===== config.mk =====
export PLATFORM = sky130hd
export DESIGN_NAME = blkxfer_engine
export DESIGN_NICKNAME = d
export VERILOG_FILES = /design/src/rtl/blkxfer_pkg.sv /design/src/rtl/blkxfer_ptr.sv /design/src/rtl/blkxfer_seq.sv /design/src/rtl/blkxfer_engine.sv
export SDC_FILE = /design/constraint.sdc
export NUM_CORES = 1
export LEC_CHECK = 0
export BUFFER_PORTS_ARGS = -buffer_cell sky130_fd_sc_hd__buf_2
export CORE_ASPECT_RATIO = 0.8
export CORE_MARGIN = 8
export CORE_UTILIZATION = 51
export DETAILED_ROUTE_END_ITERATION = 7
export PLACE_DENSITY = 0.81
export SETUP_SLACK_MARGIN = 0.2
export SLEW_MARGIN = 25
export SYNTH_ARGS = -nofsm -noshare
export SYNTH_HDL_FRONTEND = slang
export SYNTH_SLANG_ARGS = --single-unit

===== constraint.sdc =====
create_clock -name clk -period 3.8 [get_ports clk]
set_clock_uncertainty 0.15 [all_clocks]
set_input_delay 0.76 -clock clk [delete_from_list [all_inputs] [get_ports clk]]
set_output_delay 0.76 -clock clk [all_outputs]
set_load 0.01 [all_outputs]

===== src/rtl/blkxfer_pkg.sv =====
package blkxfer_pkg;

   typedef enum logic [1:0] {
      ST_IDLE = 2'd0,
      ST_READ = 2'd1,
      ST_STEP = 2'd2,
      ST_FIN  = 2'd3
   } seq_state_e;

   typedef struct packed {
      logic copy;
      logic down;
      logic rpt;
   } op_mode_t;

endpackage


===== src/rtl/blkxfer_ptr.sv =====
module blkxfer_ptr #(
   parameter int W         = 16,
   parameter bit DOWN_ONLY = 1'b0
) (
   input  logic         clk,
   input  logic         rst_n,
   input  logic         load_i,
   input  logic [W-1:0] load_val_i,
   input  logic         step_i,
   input  logic         down_i,
   output logic [W-1:0] val_o
);

   localparam logic [W-1:0] ONE = W'(1);

   logic [W-1:0] val_q;
   logic [W-1:0] nxt;

   generate
      if (W < 1) begin : g_bad_w
         $error("blkxfer_ptr: W must be at least 1");
      end
      if (DOWN_ONLY) begin : g_down_only
         assign nxt = val_q - ONE;
      end else begin : g_updown
         assign nxt = down_i ? (val_q - ONE) : (val_q + ONE);
      end
   endgenerate

   always_ff @(posedge clk) begin
      if (!rst_n)      val_q <= '0;
      else if (load_i) val_q <= load_val_i;
      else if (step_i) val_q <= nxt;
   end

   assign val_o = val_q;

endmodule


===== src/rtl/blkxfer_seq.sv =====
module blkxfer_seq
   import blkxfer_pkg::*;
#(
   parameter int CNT_W  = 16,
   parameter int DATA_W = 8
) (
   input  logic              clk,
   input  logic              rst_n,
   input  logic              start_i,
   input  op_mode_t          mode_i,
   input  logic [CNT_W-1:0]  cnt_i,
   input  logic [DATA_W-1:0] rdata_i,
   input  logic [DATA_W-1:0] key_i,
   output logic              load_o,
   output logic              step_src_o,
   output logic              step_dst_o,
   output logic              step_cnt_o,
   output logic              rd_o,
   output logic              wr_o,
   output logic              sel_dst_o,
   output logic              busy_o,
   output logic              done_o,
   output logic              match_o,
   output op_mode_t          mode_o
);

   localparam logic [CNT_W-1:0] CNT_ONE = CNT_W'(1);

   seq_state_e state_q, state_d;
   op_mode_t   mode_q;
   logic       match_q;
   logic       hit;
   logic       last_cnt;
   logic       stop;

   generate
      if (CNT_W < 1 || DATA_W < 1) begin : g_bad_par
         $error("blkxfer_seq: widths must be positive");
      end
   endgenerate

   assign hit      = (rdata_i == key_i);
   assign last_cnt = (cnt_i == CNT_ONE);
   assign stop     = !mode_q.rpt || last_cnt || (!mode_q.copy && hit);

   always_comb begin
      state_d    = state_q;
      load_o     = 1'b0;
      step_src_o = 1'b0;
      step_dst_o = 1'b0;
      step_cnt_o = 1'b0;
      rd_o       = 1'b0;
      wr_o       = 1'b0;
      sel_dst_o  = 1'b0;
      unique case (state_q)
         ST_IDLE: begin
            if (start_i) begin
               load_o  = 1'b1;
               state_d = ST_READ;
            end
         end
         ST_READ: begin
            rd_o    = 1'b1;
            state_d = ST_STEP;
         end
         ST_STEP: begin
            step_src_o = 1'b1;
            step_cnt_o = 1'b1;
            step_dst_o = mode_q.copy;
            wr_o       = mode_q.copy;
            sel_dst_o  = mode_q.copy;
            state_d    = stop ? ST_FIN : ST_READ;
         end
         ST_FIN: begin
            state_d = ST_IDLE;
         end
         default: state_d = ST_IDLE;
      endcase
   end

   always_ff @(posedge clk) begin
      if (!rst_n) begin
         state_q <= ST_IDLE;
         mode_q  <= '0;
         match_q <= 1'b0;
      end else begin
         state_q <= state_d;
         if (load_o) begin
            mode_q  <= mode_i;
            match_q <= 1'b0;
         end else if (state_q == ST_STEP) begin
            match_q <= !mode_q.copy && hit;
         end
      end
   end

   assign busy_o  = (state_q != ST_IDLE);
   assign done_o  = (state_q == ST_FIN);
   assign match_o = match_q;
   assign mode_o  = mode_q;

   // a write always follows the read of the same step
   assert_wr_after_rd_R8: assert property (@(posedge clk) disable iff (!rst_n)
      wr_o |-> $past(rd_o));
   // read and write never share a cycle
   assert_no_dual_access_R8: assert property (@(posedge clk) disable iff (!rst_n)
      !(rd_o && wr_o));
   // the done pulse lasts a single cycle
   assert_done_pulse_R10: assert property (@(posedge clk) disable iff (!rst_n)
      done_o |=> !done_o);
   // busy cannot drop before done
   assert_busy_hold_R10: assert property (@(posedge clk) disable iff (!rst_n)
      (busy_o && !done_o) |=> busy_o);

endmodule


===== src/rtl/blkxfer_engine.sv =====
module blkxfer_engine
   import blkxfer_pkg::*;
#(
   parameter int ADDR_W = 16,
   parameter int CNT_W  = 16,
   parameter int DATA_W = 8
) (
   input  logic              clk,
   input  logic              rst_n,
   input  logic              start_i,
   input  logic              op_copy_i,
   input  logic              dir_down_i,
   input  logic              repeat_i,
   input  logic [ADDR_W-1:0] hl_i,
   input  logic [ADDR_W-1:0] de_i,
   input  logic [CNT_W-1:0]  bc_i,
   input  logic [DATA_W-1:0] key_i,
   output logic [ADDR_W-1:0] mem_addr_o,
   output logic              mem_rd_o,
   output logic              mem_wr_o,
   output logic [DATA_W-1:0] mem_wdata_o,
   input  logic [DATA_W-1:0] mem_rdata_i,
   output logic              busy_o,
   output logic              done_o,
   output logic [ADDR_W-1:0] hl_o,
   output logic [ADDR_W-1:0] de_o,
   output logic [CNT_W-1:0]  bc_o,
   output logic              match_o,
   output logic              cnt_nz_o
);

   localparam logic [CNT_W-1:0] CNT_ONE = CNT_W'(1);

   generate
      if (ADDR_W < 2 || CNT_W < 2 || DATA_W < 1) begin : g_bad_par
         $error("blkxfer_engine: parameter out of range");
      end
   endgenerate

   op_mode_t    mode_in, mode_cur;
   logic        load, step_src, step_dst, step_cnt, sel_dst;
   logic [ADDR_W-1:0] hl_q, de_q;
   logic [CNT_W-1:0]  bc_q;

   assign mode_in.copy = op_copy_i;
   assign mode_in.down = dir_down_i;
   assign mode_in.rpt  = repeat_i;

   blkxfer_seq #(.CNT_W(CNT_W), .DATA_W(DATA_W)) u_seq (
      .clk        (clk),
      .rst_n      (rst_n),
      .start_i    (start_i),
      .mode_i     (mode_in),
      .cnt_i      (bc_q),
      .rdata_i    (mem_rdata_i),
      .key_i      (key_i),
      .load_o     (load),
      .step_src_o (step_src),
      .step_dst_o (step_dst),
      .step_cnt_o (step_cnt),
      .rd_o       (mem_rd_o),
      .wr_o       (mem_wr_o),
      .sel_dst_o  (sel_dst),
      .busy_o     (busy_o),
      .done_o     (done_o),
      .match_o    (match_o),
      .mode_o     (mode_cur)
   );

   blkxfer_ptr #(.W(ADDR_W), .DOWN_ONLY(1'b0)) u_src (
      .clk (clk), .rst_n (rst_n), .load_i (load), .load_val_i (hl_i),
      .step_i (step_src), .down_i (mode_cur.down), .val_o (hl_q)
   );

   blkxfer_ptr #(.W(ADDR_W), .DOWN_ONLY(1'b0)) u_dst (
      .clk (clk), .rst_n (rst_n), .load_i (load), .load_val_i (de_i),
      .step_i (step_dst), .down_i (mode_cur.down), .val_o (de_q)
   );

   blkxfer_ptr #(.W(CNT_W), .DOWN_ONLY(1'b1)) u_cnt (
      .clk (clk), .rst_n (rst_n), .load_i (load), .load_val_i (bc_i),
      .step_i (step_cnt), .down_i (1'b1), .val_o (bc_q)
   );

   assign mem_addr_o  = sel_dst ? de_q : hl_q;
   assign mem_wdata_o = mem_rdata_i;
   assign hl_o        = hl_q;
   assign de_o        = de_q;
   assign bc_o        = bc_q;
   assign cnt_nz_o    = (bc_q != '0);

   // every step lowers the count by one, modulo 2^16
   assert_cnt_step_R1: assert property (@(posedge clk) disable iff (!rst_n)
      (step_cnt && !load) |=> (bc_q == $past(bc_q) - CNT_ONE));
   // a search step leaves the destination pointer alone
   assert_dst_hold_R3: assert property (@(posedge clk) disable iff (!rst_n)
      (step_src && !mode_cur.copy) |=> $stable(de_q));
   // a repeating copy only finishes with the count at zero
   assert_copy_rep_end_R4: assert property (@(posedge clk) disable iff (!rst_n)
      (done_o && mode_cur.rpt && mode_cur.copy) |-> (bc_q == '0));
   // a repeating search finishes on a hit or an exhausted count
   assert_search_rep_end_R5: assert property (@(posedge clk) disable iff (!rst_n)
      (done_o && mode_cur.rpt && !mode_cur.copy) |-> (match_o || bc_q == '0));
   // a search never writes memory
   assert_search_no_write_R3: assert property (@(posedge clk) disable iff (!rst_n)
      (busy_o && !mode_cur.copy) |-> !mem_wr_o);

endmodule


# Yosys cells after proc, flatten, opt, wreduce, memory -nomap -nowiden
# Cells that the tools add are included.
[totals]
register_bits = 54
in_bits = 70
out_inout_bits = 78
word_cells = 48
[classes]
n_addsub = 5
n_eq_ne = 6
mux = 17
n_bitwise = 1
reduce_logical = 11
[ops]
columns = ["operator", "count"]
rows = [
  ["2-to-1 mux 16 bit", 9],
  ["subtractor 16 x 1 -> 16 bit (second input constant)", 3],
  ["adder 16 x 1 -> 16 bit (second input constant)", 2],
  ["== test 16 x 1 -> 1 bit (second input constant)", 1],
  ["nonzero test 16 bit", 1],
  ["== test 8 bit", 1],
  ["one-hot mux 2 bit (4 select lines)", 1],
  ["nonzero test 2 bit", 3],
  ["2-to-1 mux 1 bit", 5],
  ["== test 2 bit (second input constant)", 2],
  ["2-to-1 mux 2 bit", 2],
  ["== test 2 x 1 -> 1 bit (second input constant)", 1],
  ["zero test 1 bit", 2],
  ["zero test 2 bit", 1],
  ["logical OR 1 bit", 2],
  ["!= test 2 bit (second input constant)", 1],
  ["OR reduction 2 bit", 1],
  ["logical AND 1 bit", 1],
  ["inverter 1 bit", 1],
]

# Logic depth before layout (Yosys ltp)
# Gate-level depths: netlist of run 1.
[logic_depth]
depth_word = 5
ltp_mapped = 8

# By module
# A second synthesis of run 1 with hierarchy kept.
[unflattened]
hier_cells = 537
hier_area_um2 = 4549.4
[modules_own_cells]
columns = ["mod", "n_inst", "cells_each", "area_each_um2", "seq_area_each_um2"]
rows = [
  ["blkxfer_ptr (u_src)", 1, 181, 1480.2, 320.3],
  ["blkxfer_ptr (u_dst)", 1, 177, 1448.9, 320.3],
  ["blkxfer_ptr (u_cnt)", 1, 101, 849.6, 320.3],
  ["blkxfer_seq", 1, 46, 426.7, 120.1],
  ["blkxfer_engine", 1, 32, 344.1, 0.0],
]

# Worst setup path after synthesis of run 1
# OpenSTA, ideal clock, no wires.
[synth_timing]
path_kind = "register to register"
startpoint = "reg u_seq.mode_q (netlist bit u_seq.mode_o[1])"
endpoint = "reg u_dst.val_q[7] (netlist: u_dst.val_o[7])"
setup_time_ns = 0.128
arrival_ns = 2.977
setup_slack_ns = 0.545
path_stages_with_launch = 8
cell_sequence = "dfxtp_1 > ha_1 > and3_1 > a2111oi_0 > a21oi_1 > xor2_1 > a222oi_1 > nor2_1"
[synth_between]
elab_chain_len = 3
[synth_lines]
columns = ["item", "line_no", "text"]
rows = [
  ["start: declaration", "blkxfer_seq.sv:30", "op_mode_t mode_q;"],
  ["start signal: assignment", "blkxfer_seq.sv:89", "mode_q <= mode_i;"],
  ["2-to-1 mux 16 bit", "blkxfer_ptr.sv:26", "assign nxt = down_i ? (val_q - ONE) : (val_q + ONE);"],
  ["2-to-1 mux 16 bit", "blkxfer_ptr.sv:33", "else if (step_i) val_q <= nxt;"],
  ["2-to-1 mux 16 bit", "blkxfer_ptr.sv:32", "else if (load_i) val_q <= load_val_i;"],
  ["end signal: assignment", "blkxfer_ptr.sv:32", ""],
  ["end signal: assignment", "blkxfer_ptr.sv:33", ""],
  ["end: declaration", "blkxfer_ptr.sv:16", "logic [W-1:0] val_q;"],
]
# Every way passes these cells. The select of a mux whose other input is x is not followed.
# A chain may end at the register's enable or synchronous reset.

# Worst setup path after layout of run 1
[layout_timing]
startpoint = "reg u_cnt.val_q[4] (netlist: u_cnt.val_o[4])"
endpoint = "out cnt_nz_o"
[layout_between]
elab_chain_len = 1
[layout_lines]
columns = ["item", "line_no", "text"]
rows = [
  ["start: declaration", "blkxfer_ptr.sv:16", ""],
  ["start signal: assignment", "blkxfer_ptr.sv:32", ""],
  ["start signal: assignment", "blkxfer_ptr.sv:33", ""],
  ["nonzero test 16 bit", "blkxfer_engine.sv:90", "assign cnt_nz_o = (bc_q != '0);"],
  ["end: declaration", "blkxfer_engine.sv:29", "output logic cnt_nz_o"],
]
# Every way passes these cells.

==> results.md, run 1 <==
- Status: finished clean
- Antenna Cells: 0
- Final setup vio count: 0
- Crit path required time: approximately 2.9 ns
- Synth Warn #: 0
- Top post-synthesis cells by area: dfxtp_1, ha_1, nand2_1, a21oi_1, xnor2_1
- Layout cells sized above 1: roughly 26%
- Max-slew headroom: about 46%
- Setup CP Type: flip-flop to output port
- Core footprint: about 8000 sq um
- Post-synthesis mux area share: less than 1%
- Crit path max-delay cell type: or4_2
- Gr ovfl total: 0
- Post-CTS Setup Inserts: 0
- Post-Syn Area per Cell: around 7.4 sq um
- Largest net degree at the start of global routing: 30
- Worst-Margin Slew: a little over 0.8 ns
- Initial DRC Count: 491
- Clock Pin Slew Worst Setup and Hold Paths: around 0.10 ns
- Min Clock Period, post-route: 3.38 ns
- GP Congestion: between 0.9 and 1
- Power per Cell Area: roughly 340 nW/um^2
- Peak supply drop: ~0.18 mV
- Global-route wire length before repair: 23,800 um
- Die Footprint: ~12,000 sq um
- CP max stage delay: ~0.67 ns
- # H-tree levels: 2
- Synth cell types: between 60 and 70
- Die height: 97.8 um
- Layout Cells excl Fill: between 800 and 900
- Vias per cell: roughly 6
- CP max FO: 7
- I/O pin total: roughly 150
- FP Rows: 29
- Compound-Gate Fraction of Synth Area: roughly 30%
- Syn-to-layout area delta: 20.6%
- Cts bufs inserted: 5
- Vias in the first global route: 4,868
- Ys async rst share: 0%
- Gr usage total: around 24%
- Maximum clock insertion buffer count: 2
- HPWL after DPL: approximately 11,000 um
- Pins over their slew limit: 0
- Sink Count: 54
- Clock Latency Late Sink: ~0.32 ns
- Synth area leader: dfxtp_1
- Final Hold Violating Endpoints: 0
- Drt drc: 0
- Leak: roughly 2.4 nW
- Hold WS: approximately 0.32 ns
- Die X: about 120 um
- Initial Util: a little over half
- Post-Synth Simple-Gate Area: about 22%
- Drt wl/cell: approximately 18 um
- Most frequent cell after synthesis: nand2_1
- Final TNS setup: 0 ns
- PostCTS Resize Cnt: 0
- Final wirelength: about 14,000 um
- Syn nets: 675
- 1st-pass router iterations: 5
- Critical-path cell list: or4_4, or4_2, and4bb_2, nand2_1, buf_2
- Syn Inst Count: about 570
- Post-synth top area share: between 20% and 30%
- Clk root buf: clkbuf_8
- Number of flops mapped to enable cells by yosys: 0
- Final worst-path cycle share: around nine tenths
- MaxCap Viol Count: 0
- Synth Flop Type: dfxtp_1
- Hold Crit Class: flip-flop to flip-flop
- Top post-synthesis cells by count: nand2_1, a21oi_1, dfxtp_1, nor2_1, o21ai_0
- Nets@finish: around 800
- Initial antenna violation count: 0
- Final Power: around 1.7 mW
- Hold buffers post-CTS: 0
- Via Count: a little under 5k
- Combinational family with the most area after synthesis: compound AO/OA/AOI/OAI gates
- RSZ-0062 raised after global routing: false
- Seq/Total Area, Yosys: 25.4%
- TritonCTS clock tree: yes
- Final Util: around 64%
- Placed cells: about 800
- Crit start category: flip-flop
- Worst Path Arrival: roughly 2.5 ns
- Port bufs: roughly 150
- Post-synthesis xor/xnor area fraction: about 7.2%
- Synth Area in Adders: between 10% and 20%
- Final ANT Viol Nets: 0
- Yosys reg bits: 54
- Post-Syn Area: around 4300 sq um
- CP Capture Type: output port
- Fmax: roughly 300 MHz
==> path summary, 6_finish.rpt <==
path / from / end / slack [ns] / cells past startpoint
worst max register to register: u_seq.mode_o[1] / u_src.val_o[13] / 0.64 / 9
worst min register to register: u_seq.mode_o[0] / u_seq.mode_o[0] / 0.32 / 2
worst min-delay path: u_seq.mode_o[0] / u_seq.mode_o[0] / 0.32 / 2
worst max-delay path: u_cnt.val_o[4] / cnt_nz_o / 0.42 / 5
==> kinds of logic after synthesis <==
| logic type | Yosys count |
|---|---|
| buffers and inverters | 51 |
| and+or+nand+nor | 205 |
| adders and majority gates | 33 |
| muxes | 2 |
| DFF | 54 |
| AOI/OAI and AO/OA | 192 |
| xor gates and xnor gates | 35 |
==> state kept, by name, indices dropped and copies added (netlist names) <==
| register | flops |
|---|---|
| u_cnt.val_o | 16 |
| u_dst.val_o | 16 |
| u_seq.match_o | 1 |
| u_seq.mode_o | 3 |
| u_seq.state_q | 2 |
| u_src.val_o | 16 |
==> worst max-delay path, delay by kind of cell, from the launching register on <==
kind                   cells  cell delay [ns]
AND/OR/NAND/NOR            4             1.65
buffers and inverters      1             0.13
flip-flops                 1             0.38
==> placed cells by master, fill, tap and decap left out, types with 5 or more instances in the layout <==
cell type,n
a211oi_1,16
a22oi_1,6
buf_2,147
nand3_1,16
nand2_1,95
xor2_1,11
nand2b_1,5
a21oi_1,56
inv_1,10
o221ai_1,13
a21o_1,9
a311oi_1,5
nor2_1,41
o211ai_1,6
o311ai_0,5
nor3_1,13
nor2b_1,6
ha_1,31
buf_4,14
clkbuf_8,5
xnor2_1,24
o21ai_0,36
dfxtp_1,54
==> cell type report <==
type                            count  area [sq um]
Multi-Input combinational cell    467          2950
Fill cell                         771          2880
Sequential cell                    54          1080
Timing Repair Buffer              161           841
Tap cell                          108           135
Clock buffer                        5          68.8
Inverter                           12          45.0
Clock inverter                      2          15.0
==> per-stage QoR <==
step / cell area [sq um] / setup slack [ns]
6_report: 5140 / 0.417
3_3_place_gp: 5060 / 0.838
4_1_cts: 5140 / 0.422
5_1_grt: 5140 / 0.312
3_5_place_dp: 5060 / 0.711
2_1_floorplan: 4260 / 0.545
==> power breakdown <==
part	internal [mW]	leakage, nW	switching [mW]
clock network	0.127	0.0362	0.207
logic	0.300	1.91	0.400
registers	0.626	0.446	0.0866
==> layer usage <==
layer  global-route usage (%)  routed length, um
met1                     31.0               6470
met2                     39.7               6400
met3                     5.81               1210
met4                     6.39                230
met5                        0                  0
Note: power is estimated with default switching activity, not from simulation.
==> run 2: changes to the inputs <==
--- a/config.mk
+++ b/config.mk
@@ -10,7 +10,7 @@
 export CORE_MARGIN = 8
 export CORE_UTILIZATION = 51
 export DETAILED_ROUTE_END_ITERATION = 7
-export PLACE_DENSITY = 0.81
+export PLACE_DENSITY = 0.91
 export SETUP_SLACK_MARGIN = 0.2
 export SLEW_MARGIN = 25
 export SYNTH_ARGS = -nofsm -noshare
==> results.md, run 2 (synthesis results as in run 1) <==
- Antenna Cells: 0
- Crit start category: flip-flop
- Clk root buf: clkbuf_8
- Syn-to-layout area delta: 20.5%
- WL met2: 6770 um
- Via Count: roughly 5.0k
- Drt wl/cell: between 15 and 20 um
- Hold buffers post-CTS: 0
- Final setup vio count: 0
- Power per Cell Area: around 340 nW/um^2
- Cts bufs inserted: 5
- Met3 WL: ~1700 um
- Gr usage total: about a quarter
- Status: finished clean
- Worst Path Arrival: about 2.4 ns
- GP Congestion: 0.947
- Worst-Margin Slew: 0.830 ns
- HPWL after DPL: roughly 11,000 um
- Die Footprint: ~12,000 sq um
- Crit path required time: slightly below 3 ns
- Pins over their slew limit: 0
- Max-slew headroom: 44.3%
- 1st-pass router iterations: 5
- Largest net degree at the start of global routing: 31
- Die X: around 120 um
- I/O pin total: between 100 and 150
- RSZ-0062 raised after global routing: false
- Most common cell after layout, fill and taps aside: buf_2
- MaxCap Viol Count: 0
- Leak: 2.40 nW
- Peak supply drop: between 0.2 and 0.25 mV
- Vias per cell: about 6.2
- Min Clock Period, post-route: approximately 3.3 ns
- Final worst-path cycle share: between 80% and 90%
- Met1 wire length: roughly 6100 um
- CP max FO: 7
- Final wirelength: around 15,000 um
- Final Hold Violating Endpoints: 0
- Gr ovfl total: 0
- Die height: 97.8 um
- Commonest cells after routing, fill and taps aside: buf_2, nand2_1, a21oi_1
- Hold WS: between 0.3 and 0.4 ns
- Nets@finish: between 800 and 900
- TritonCTS clock tree: yes
- Sink Count: between 50 and 60
- FILL cells: just under 700
- Fmax: ~300 MHz
- Clock Pin Slew Worst Setup and Hold Paths: around 0.10 ns
- Maximum clock insertion buffer count: 2
- Final TNS setup: 0 ns
- Initial Util: about 53%
- Port bufs: about 150
- Vias in the first global route: approximately 5k
- Final ANT Viol Nets: 0
- CP Capture Type: output port
- Initial antenna violation count: 0
- FP Rows: 29
- Core footprint: about 8000 sq um
- Hold Crit Class: flip-flop to flip-flop
- Global-route wire length before repair: about 24,000 um
- Layout cells sized above 1: between 20% and 30%
- Clock Latency Late Sink: 0.31 ns
- Initial DRC Count: approximately 540
- Setup CP Type: flip-flop to output port
- Uppermost layer routed: met4
- PostCTS Resize Cnt: 0
- Post-CTS Setup Inserts: 0
- Drt drc: 0
- # H-tree levels: 2
[run 2: changes by cell type in the layout (fill, tap and decap cells not counted), sizes merged]
cell / before / now
buf: 161 / 160
clkinvlp: 2 / 0
clkbuf: 5 / 6
clkinv: 1 / 3
[run 2: cell type report]
type / instances / area [sq um] / area share [%]
multi-input combinational: 467 / 2950 / 57.5
sequential: 54 / 1080 / 21.1
timing repair buffer: 160 / 833 / 16.2
tap: 108 / 135 / 2.63
clock buffer: 6 / 72.6 / 1.41
inverter: 12 / 45.0 / 0.877
clock inverter: 2 / 13.8 / 0.268
[run 2: through the flow]
step / utilization (%) / instances / power (mW) / area (sq um) / worst slack, ns
2_1_floorplan: - / 572 / 1.17 / 4260 / 0.545
3_3_place_gp: 63.0 / 801 / 1.39 / 5050 / 0.839
3_5_place_dp: 63.0 / 801 / 1.42 / 5050 / 0.804
4_1_cts: 64.0 / 809 / 1.74 / 5130 / 0.464
5_1_grt: 64.0 / 809 / 1.86 / 5130 / 0.355
6_report: 64.0 / 809 / 1.75 / 5130 / 0.459
[run 2: metal layers]
metal,track usage [%],vias up
met5,0,-
met2,40.0,293
li1,-,2357
met4,7.96,0
met1,30.5,2358
met3,6.85,29
[run 2: path summary, 6_finish.rpt]
check,from,endpoint,slack (ns),cells after the start
hold reg to reg,u_seq.mode_o[0],u_seq.mode_o[0],0.32,2
setup reg to reg,u_seq.mode_o[1],u_src.val_o[13],0.69,9
setup / recovery,u_cnt.val_o[4],cnt_nz_o,0.46,5
hold / removal,u_seq.mode_o[0],u_seq.mode_o[0],0.32,2
[run 2: critical path, cell delays in order, from the launching register on]
cell and delay, ns:
dfxtp_1 0.37, or4_4 0.57, or4_2 0.67, and4bb_2 0.34, nand2_1 0.05, buf_2 0.13
[run 2: power by group]
part | total, mW | switching [mW] | internal [mW]
logic | 0.708 | 0.409 | 0.299
clock network | 0.330 | 0.199 | 0.131
registers | 0.713 | 0.0869 | 0.626
total | 1.75 | 0.695 | 1.06
==> run 3: changes to the inputs <==
--- a/config.mk
+++ b/config.mk
@@ -5,12 +5,13 @@
 export SDC_FILE = /design/constraint.sdc
 export NUM_CORES = 1
 export LEC_CHECK = 0
+export ABC_AREA = 1
 export BUFFER_PORTS_ARGS = -buffer_cell sky130_fd_sc_hd__buf_2
 export CORE_ASPECT_RATIO = 0.8
 export CORE_MARGIN = 8
-export CORE_UTILIZATION = 51
+export CORE_UTILIZATION = 53
 export DETAILED_ROUTE_END_ITERATION = 7
-export PLACE_DENSITY = 0.91
+export PLACE_DENSITY = 0.92
 export SETUP_SLACK_MARGIN = 0.2
 export SLEW_MARGIN = 25
 export SYNTH_ARGS = -nofsm -noshare
==> results.md, run 3 <==
- CP max FO: 21
- Setup Slack @ Placement: approximately 0.81 ns
- Setup CP Type: flip-flop to output port
- Reg-to-reg slack, setup: 1.31 ns
- HPWL after DPL: 11,200 um
- Commonest cells after routing, fill and taps aside: nand2_1, buf_2, inv_1
- Pins over their slew limit: 0
- Syn nets: 933
- Post-synth top area share: between 20% and 30%
- Crit start category: flip-flop
- Fmax: a little over 300 MHz
- Final Cell Area: 5710 sq um
- Crit path required time: 2.89 ns
- Post-Syn Area: between 4000 and 5000 sq um
- Initial Util: a little over half
- Clock Latency Late Sink: 0.29 ns
- Die X: about 120 um
- Leak: 3.34 nW
- Final worst-path cycle share: 86.4%
- Final setup vio count: 0
- Combinational family with the most area after synthesis: simple AND/OR/NAND/NOR gates
- Vias per cell: 5.23
- Port bufs: around 150
- FP Rows: 31
- Post-synthesis mux area share: 0%
- Post-synthesis xor/xnor area fraction: ~3.6%
- Compound-Gate Fraction of Synth Area: between 10 and 15%
- Cts bufs inserted: 5
- Final TNS setup: 0 ns
- Clk root buf: clkbuf_16
- Power per Cell Area: 393 nW/um^2
- Max-slew headroom: between 50% and 60%
- FILL cells: between 800 and 900
- CP Capture Type: output port
- I/O pin total: approximately 150
- Ys async rst share: 0%
- Min Clock Period, post-route: between 3 and 4 ns
- PostCTS Resize Cnt: 0
- TritonCTS clock tree: yes
- MaxCap Viol Count: 0
- Final Hold Violating Endpoints: 0
- Syn-to-layout area delta: 18.3%
- Synth Flop Type: dfxtp_1
- Nets@finish: around 1.1k
- Number of flops mapped to enable cells by yosys: 0
- Hold depth: 2
- Drt drc: 0
- Post-CTS Setup Inserts: 0
- Most frequent cell after synthesis: nand2_1
- Most common cell after layout, fill and taps aside: nand2_1
- DP Area: 5570 sq um
- # H-tree levels: 2
- Post-Syn Area per Cell: between 5 and 6 sq um
- Yosys reg bits: 54
- Synth Warn #: 0
- Hold WS: 0.337 ns
- Final wirelength: ~15,000 um
- Post-Synth Simple-Gate Area: about two fifths
- 1st-pass router iterations: 6
- Worst Path Arrival: between 2 and 2.5 ns
- Maximum clock insertion buffer count: 2
- Peak supply drop: between 0.2 and 0.3 mV
- Core footprint: roughly 9000 sq um
- Final ANT Viol Nets: 0
- Synth Area in Adders: 8.87%
- Die Footprint: between 10,000 and 15,000 sq um
- Vias in the first global route: between 5k and 6k
- Antenna Cells: 0
- Global-route wire length before repair: around 24,000 um
- Status: finished clean
- Seq/Total Area, Yosys: roughly 22%
- Drt wl/cell: around 14 um
- Initial DRC Count: 317
- Synth area leader: nand2_1
- Worst R2R Path Depth: 6
- Top post-synthesis cells by area: nand2_1, dfxtp_1, inv_1, ha_1, nor2_1
- Worst-Margin Slew: around 0.66 ns
- Via Count: around 5.6k
- Hold Crit Class: flip-flop to flip-flop
- Synth cell types: 37
- Gr usage total: 23.3%
- RSZ-0062 raised after global routing: false
- Hold buffers post-CTS: 0
- Final WS setup: around 0.52 ns
- Sink Count: between 50 and 60
- Die height: between 100 and 150 um
- Syn Inst Count: 830
- Clock Pin Slew Worst Setup and Hold Paths: approximately 0.070 ns
- GP Congestion: 0.921
- Gr ovfl total: 0
- Layout cells sized above 1: between 10% and 20%
- Largest net degree at the start of global routing: 64
- Final Util: a little under two thirds
- Initial antenna violation count: 0
- Top post-synthesis cells by count: nand2_1, inv_1, nor2_1, dfxtp_1, nand3_1
## run 3: cell types whose count changed in the layout (fill, tap and decap cells not counted), moves of 12 or more
cell | before | now
xnor2_1 | 24 | 7
inv_1 | 10 | 108
nand2_1 | 95 | 300
a21oi_1 | 56 | 44
nor2_1 | 41 | 77
a211oi_1 | 16 | 1
o221ai_1 | 13 | 0
nand3_1 | 16 | 48
## run 3: power breakdown
group	internal, mW	switching (mW)	leakage, nW
Sequential	0.643	0.102	0.444
Combinational	0.395	0.638	2.83
Clock	0.246	0.221	0.0708
Total	1.28	0.960	3.34
## run 3: kinds of logic (layout without fill, tap and decap cells)
group / after synthesis / in the layout
AOI/OAI and AO/OA: 111 / 111
adders and majority gates: 33 / 33
buffers and inverters: 147 / 275
and+or+nand+nor: 465 / 465
DFF: 54 / 54
xor gates and xnor gates: 20 / 20
## run 3: layout make-up
cell class	count	area [sq um]	share of cell area (%)
multi-input combinational	629	3130	54.9
sequential	54	1080	18.9
timing repair buffer	153	781	13.7
inverter	114	428	7.50
tap	115	144	2.52
clock buffer	6	129	2.26
clock inverter	2	13.8	0.241
## run 3: metrics by stage
step / power, mW / instances
after floorplan: 1.47 / 830
after global placement: 1.75 / 1065
after detailed placement: 1.78 / 1065
after CTS: 2.24 / 1073
after global routing: 2.41 / 1073
final: 2.24 / 1073
## run 3: metal layers
metal / track usage [%] / routed length, um / share of wire (%)
met5: 0 / 0 / 0
met4: 6.82 / 235 / 1.6
met3: 4.57 / 1210 / 8.2
met2: 40.1 / 6910 / 47
met1: 28.9 / 6330 / 43
## run 3: critical path, cell delays in order (launching register included)
cell,delay (ns)
dfxtp_1,0.44
inv_2,0.08
nor2_4,0.31
nand2_2,0.39
inv_1,0.53
nand2_1,0.11
nand2_1,0.08
buf_2,0.12
## run 3: worst paths after layout
| kind | from | endpoint |
|---|---|---|
| setup reg to reg | u_seq.state_q[1] | u_dst.val_o[1] |
| hold / removal | u_seq.match_o | u_seq.match_o |
| hold reg to reg | u_seq.match_o | u_seq.match_o |
| setup / recovery | u_seq.state_q[1] | mem_addr_o[10] |
